[config.mk]
export PLATFORM = sky130hd
export DESIGN_NAME = status_reporter
export DESIGN_NICKNAME = d
export VERILOG_FILES = /design/src/rtl/status_reporter_pkg.sv /design/src/rtl/status_reporter_ctrl.sv /design/src/rtl/status_reporter_dp.sv /design/src/rtl/status_reporter.sv
export SDC_FILE = /design/constraint.sdc
export NUM_CORES = 1
export LEC_CHECK = 0
export BUFFER_PORTS_ARGS = -buffer_cell sky130_fd_sc_hd__buf_2
export CAP_MARGIN = 20
export CORE_AREA = 4 4 41 43
export DETAILED_ROUTE_END_ITERATION = 8
export DIE_AREA = 0 0 45 47
export PLACE_DENSITY_LB_ADDON = 0.2
export RECOVER_POWER = 25
export SLEW_MARGIN = 15
export SYNTH_ARGS = -nofsm -noshare
export SYNTH_HDL_FRONTEND = slang
export SYNTH_SLANG_ARGS = --single-unit
[constraint.sdc]
create_clock -name clk -period 2.9 [get_ports clk]
set_input_delay 0.145 -clock clk [delete_from_list [all_inputs] [get_ports clk]]
set_output_delay 0.145 -clock clk [all_outputs]
set_load 0.01 [all_outputs]
[src/rtl/status_reporter_pkg.sv]
package status_reporter_pkg;

  typedef enum logic [1:0] {
    OP_IDLE  = 2'd0,
    OP_PROG  = 2'd1,
    OP_ERASE = 2'd2,
    OP_SUSP  = 2'd3
  } opStateT;

  // Strobes from the control to the datapath
  typedef struct packed {
    logic useStatus;     // drive status word instead of array byte
    logic pollFromData;  // bit 7 from the inverted programmed bit
    logic pollConst;     // bit 7 value when not taken from data
    logic advance;       // invert toggle bit at the next edge
  } strobeT;

endpackage

[src/rtl/status_reporter_ctrl.sv]
module status_reporter_ctrl
  import status_reporter_pkg::*;
#(
  parameter int SECT_W = 3,
  localparam int NUM_SECT = 1 << SECT_W
) (
  input  logic                clk,
  input  logic                rstN,
  input  opStateT             opState,
  input  logic [NUM_SECT-1:0] eraseMask,
  input  logic [SECT_W-1:0]   rdSector,
  input  logic                ceN,
  input  logic                oeN,
  output strobeT              strobes
);

  logic oePrevQ;
  logic busy;
  logic inErase;

  always_ff @(posedge clk) begin
    if (!rstN) oePrevQ <= 1'b1;
    else       oePrevQ <= oeN;
  end

  assign busy    = (opState == OP_PROG) || (opState == OP_ERASE);
  assign inErase = eraseMask[rdSector];

  always_comb begin
    strobes              = '0;
    strobes.advance      = busy && oePrevQ && !oeN && !ceN;
    case (opState)
      OP_PROG: begin
        strobes.useStatus    = 1'b1;
        strobes.pollFromData = 1'b1;
      end
      OP_ERASE: begin
        strobes.useStatus = inErase;
        strobes.pollConst = 1'b0;
      end
      OP_SUSP: begin
        strobes.useStatus = inErase;
        strobes.pollConst = 1'b1;
      end
      default: strobes.useStatus = 1'b0;
    endcase
  end

  AST_NO_ADV_WHEN_QUIET: assert property (@(posedge clk) disable iff (!rstN)
    (opState == OP_IDLE || opState == OP_SUSP) |-> !strobes.advance);

endmodule

[src/rtl/status_reporter_dp.sv]
module status_reporter_dp
  import status_reporter_pkg::*;
#(
  parameter int DATA_W = 8
) (
  input  logic              clk,
  input  logic              rstN,
  input  strobeT            strobes,
  input  logic              progMsb,
  input  logic [DATA_W-1:0] arrayData,
  output logic              toggleQ,
  output logic [DATA_W-1:0] dq
);

  localparam int LOW_W = DATA_W - 2;

  logic pollBit;

  always_ff @(posedge clk) begin
    if (!rstN)                toggleQ <= 1'b0;
    else if (strobes.advance) toggleQ <= ~toggleQ;
  end

  assign pollBit = strobes.pollFromData ? ~progMsb : strobes.pollConst;
  assign dq      = strobes.useStatus ? {pollBit, toggleQ, {LOW_W{1'b0}}} : arrayData;

  AST_STATUS_LOW_ZERO: assert property (@(posedge clk) disable iff (!rstN)
    strobes.useStatus |-> (dq[LOW_W-1:0] == '0 && dq[DATA_W-2] == toggleQ));

endmodule

[src/rtl/status_reporter.sv]
module status_reporter
  import status_reporter_pkg::*;
#(
  parameter int DATA_W = 8,
  parameter int SECT_W = 3,
  localparam int NUM_SECT = 1 << SECT_W
) (
  input  logic                clk,
  input  logic                rstN,
  input  logic [1:0]          opState,
  input  logic                progMsb,
  input  logic [NUM_SECT-1:0] eraseMask,
  input  logic [SECT_W-1:0]   rdSector,
  input  logic                ceN,
  input  logic                oeN,
  input  logic [DATA_W-1:0]   arrayData,
  output logic [DATA_W-1:0]   dq
);

  strobeT strobes;
  logic   toggleBit;
  logic   busyNow;

  status_reporter_ctrl #(.SECT_W(SECT_W)) ctrl_i (
    .clk       (clk),
    .rstN      (rstN),
    .opState   (opStateT'(opState)),
    .eraseMask (eraseMask),
    .rdSector  (rdSector),
    .ceN       (ceN),
    .oeN       (oeN),
    .strobes   (strobes)
  );

  status_reporter_dp #(.DATA_W(DATA_W)) dp_i (
    .clk       (clk),
    .rstN      (rstN),
    .strobes   (strobes),
    .progMsb   (progMsb),
    .arrayData (arrayData),
    .toggleQ   (toggleBit),
    .dq        (dq)
  );

  assign busyNow = (opState == OP_PROG) || (opState == OP_ERASE);

  AST_IDLE_PASS: assert property (@(posedge clk) disable iff (!rstN)
    (opState == OP_IDLE) |-> (dq == arrayData));
  AST_PROG_POLL: assert property (@(posedge clk) disable iff (!rstN)
    (opState == OP_PROG) |-> (dq[DATA_W-1] == ~progMsb));
  AST_ERASE_POLL: assert property (@(posedge clk) disable iff (!rstN)
    (opState == OP_ERASE && eraseMask[rdSector]) |-> (dq[DATA_W-1] == 1'b0));
  AST_SUSP_OUTSIDE: assert property (@(posedge clk) disable iff (!rstN)
    (opState == OP_SUSP && !eraseMask[rdSector]) |-> (dq == arrayData));
  AST_TOGGLE_FLIP: assert property (@(posedge clk) disable iff (!rstN)
    (busyNow && !ceN && !oeN && $past(oeN)) |=> (toggleBit != $past(toggleBit)));
  AST_CE_BLOCK: assert property (@(posedge clk) disable iff (!rstN)
    ceN |=> $stable(toggleBit));
  AST_QUIET_HOLD: assert property (@(posedge clk) disable iff (!rstN)
    (opState == OP_IDLE || opState == OP_SUSP) |=> $stable(toggleBit));

endmodule

==> impl_metrics.csv <==
group,metric,value,unit
cts,post_cts_buffers,0,
grt,grt_max_degree,9,
yosys,synth.distinct_cells,16,
setup_path,critical-path-max-stage-delay,0.50,ns
cts,cts.sinks,2,
power,p_int,115,µW
sta,worst_slew_pin_slew,0.313,ns
grt,grt_antenna_before_repair,0,
grt,grt_usage,7.89,%
finish,drive_above_1_share,73.0,%
sta,max_clock_freq,579,MHz
setup_path,slowest_stage,"mux4_2",
sta,setup-violations-final,0,
placement,gp_congestion,0.724,
placement,io_buffers,33,
detailed_routing,ant_nets,0,
min_path,hold_path_end,"ctrl_i.oePrevQ",
placement,placed_cell_area,473,µm²
setup_path,crit_chain,"buf_2 > mux4_2 > nand2b_4 > a22oi_4 > mux2_4 > buf_2",
placement,placed_cells,75,
sta,fin_crit,1.73,ns
cts,cts.repair.resized,0,
cts,htree_levels,1,
power,switching_share,27.5,%
setup_path,arrival,1.58,ns
power,pwr-share-clk,38.3,%
detailed_routing,drc,0,
power,seq_power_share,19.0,%
min_path,hold_path.class,"in2reg",
finish,final_cells,78,
yosys,async_reset_ff_share,0,%
yosys,synthCells,27,
setup_path,worstPathBufferInverterCount,2,
sta,slew_violations,0,
yosys,synth_nets,55,
cts,cts-hold-fix-buffers,0,
yosys,syn_area,289,µm²
placement,hpwlAfterDp,718,µm
yosys,synth_edf_count,0,
power,switching_power,43.6,µW
die,core_area,0.00130,mm²
cts,worstSkewPairLatency,0.22,ns
detailed_routing,finalWirelength,817,µm
setup_path,crit_top_cell,"buf_2",
grt,overflow,0,
cts,ctsLongestPathBuffers,2,
detailed_routing,firstDrtPassIters,2,
setup_path,worstReg2RegEnd,"dp_i.toggleQ",
cts,numCtsBuffers,3,
finish,antenna_cells,0,
sta,period_share,59.6,%
sta,hold-worst-slack,0.102,ns
power,p_leak,0.000286,µW
outcome,status,"finished clean",
sta,fin_tns_setup,0,ns
detailed_routing,dr_total_vias,331,
yosys,synth_ff_type,"dfxtp_1",
yosys,synth_top_area_share,13.9,%
grt,grt_pass1_wl,1140,µm
sta,slew_headroom,78.8,%
setup_path,crit_path_max_fanout,8,
detailed_routing,dr.first_iter.drc_count,1,
die,die_height,47,µm
yosys,synth_common_cells,"5 x and2_2, 3 x mux2i_1",
yosys,synth-seq-area-share,13.9,%
die,die_area,0.00212,mm²
setup_path,critPathLaunchType,"primary input",
setup_path,rrSetupSlack,1.97,ns
finish,nets,93,
die,num_rows,13,
sta,hold_viol,0,
detailed_routing,wl_per_cell,10.5,µm
yosys,yosysMostFrequentCell,"and2_2",
cts,clkTransAtPathRegs,0.03,ns
yosys,synth_area_leaders,"dfxtp_1 14%, and2_2 13%, mux2i_1 10%, mux2_4 10%, ha_1 8.7%",
yosys,yosys_warnings,0,
run,drv_cap,0,
setup_path,path_delay_family,"multiplexers",
setup_path,crit_required,2.76,ns
grt,grt_pass1_vias,311,
die,die_w,45,µm
yosys,syn_avg_cell_area,10.7,µm²
setup_path,cp-end-kind,"output port",
yosys,synth_largest_area_cell,"dfxtp_1",
sta,rsz0062_at_grt,"false",
min_path,hold_depth,2,
cts,cts_tree,"built",
finish,fin_area,494,µm²
die,initial_utilization,22.2,%
sta,skew,0.00129,ns
power,pwr_density_cell,320,mW/mm²
setup_path,path_class,"in2out",
setup_path,ff2ff_path_depth,3,
power,peakVddDrop,0.000116,V
yosys,synth-seq-cells,2,
cts,root_buffer,"clkbuf_4",
finish,area_delta_synth_final,71.0,%
die,ioPinCount,34,
power,power_frac_comb,42.7,%
min_path,hold_start,"rstN",
setup_path,worstReg2RegStart,"ctrl_i.oePrevQ",
detailed_routing,routed_via_density,4.24,
[flip-flops by register name, summed over array words and instances, names as in the netlist]
name	flops
dp_i.toggleQ	1
ctrl_i.oePrevQ	1
[through the flow]
step / power [µW] / util, % / setup slack [ns]
after detailed placement: 99.1 / 36.3 / 1.17
after global placement: 99.9 / 36.3 / 1.16
after CTS: 165 / 38.1 / 1.16
final: 158 / 38.0 / 1.17
after global routing: 172 / 38.0 / 1.11
after floorplan: 68.0 / - / 1.47
[worst max path at each step]
stage	depth (start not counted)	endpoint	start	slack [ns]
2_1_floorplan	4	dq[6]	rdSector[0]	1.47
3_3_place_gp	6	dq[6]	rdSector[0]	1.16
3_5_place_dp	6	dq[7]	rdSector[0]	1.17
4_1_cts	6	dq[7]	rdSector[0]	1.16
5_1_grt	6	dq[7]	rdSector[0]	1.11
6_report	6	dq[6]	rdSector[0]	1.17
[final cells by class]
type                            count  area (µm²)
Fill cell                         143         807
Multi-Input combinational cell     23         241
Timing Repair Buffer               33         164
Sequential cell                     2        40.0
Clock buffer                        3        22.5
Tap cell                           15        18.8
Inverter                            2        7.51
[power by group through the flow]
stage          combinational (µW)  sequential [µW]  clock, µW
4_1_cts                      69.1             30.1       65.5
3_5_place_dp                 68.6             30.5          0
5_1_grt                      74.8             30.2       66.7
3_3_place_gp                 69.5             30.4          0
2_1_floorplan                37.7             30.2          0
6_report                     67.6             30.1       60.6
[cells in the final DEF (no fill, tap or decap)]
cell type / instances
clkbuf_1: 1
nor4b_1: 1
and2_2: 5
mux2_4: 2
and2_1: 2
nor2b_1: 1
nor2_1: 1
nand2b_4: 1
mux2i_1: 3
nand2b_1: 1
ha_1: 2
a22oi_4: 1
dfxtp_1: 2
mux4_2: 1
buf_2: 32
inv_1: 2
xor2_1: 1
clkbuf_4: 3
a221oi_2: 1
[per-layer routing]
metal	share of wire, %	up-vias	track usage [%]
li1	-	168	-
met1	36	139	8.62
met2	47	20	11.0
met3	13	4	1.92
met4	3.3	0	10.5
met5	0	-	0
[cell families (layout without fill, tap and decap cells)]
| family | Yosys count | in the layout | synth area share, % |
|---|---|---|---|
| compound gates | 2 | 2 | 12.6 |
| xor+xnor | 1 | 1 | 3.03 |
| fa+ha+maj | 2 | 2 | 8.66 |
| buf+inv | 2 | 38 | 2.60 |
| flops | 2 | 2 | 13.9 |
| mux | 6 | 6 | 28.6 |
| simple gates | 12 | 12 | 30.7 |
(Power assumes the default switching activity.)
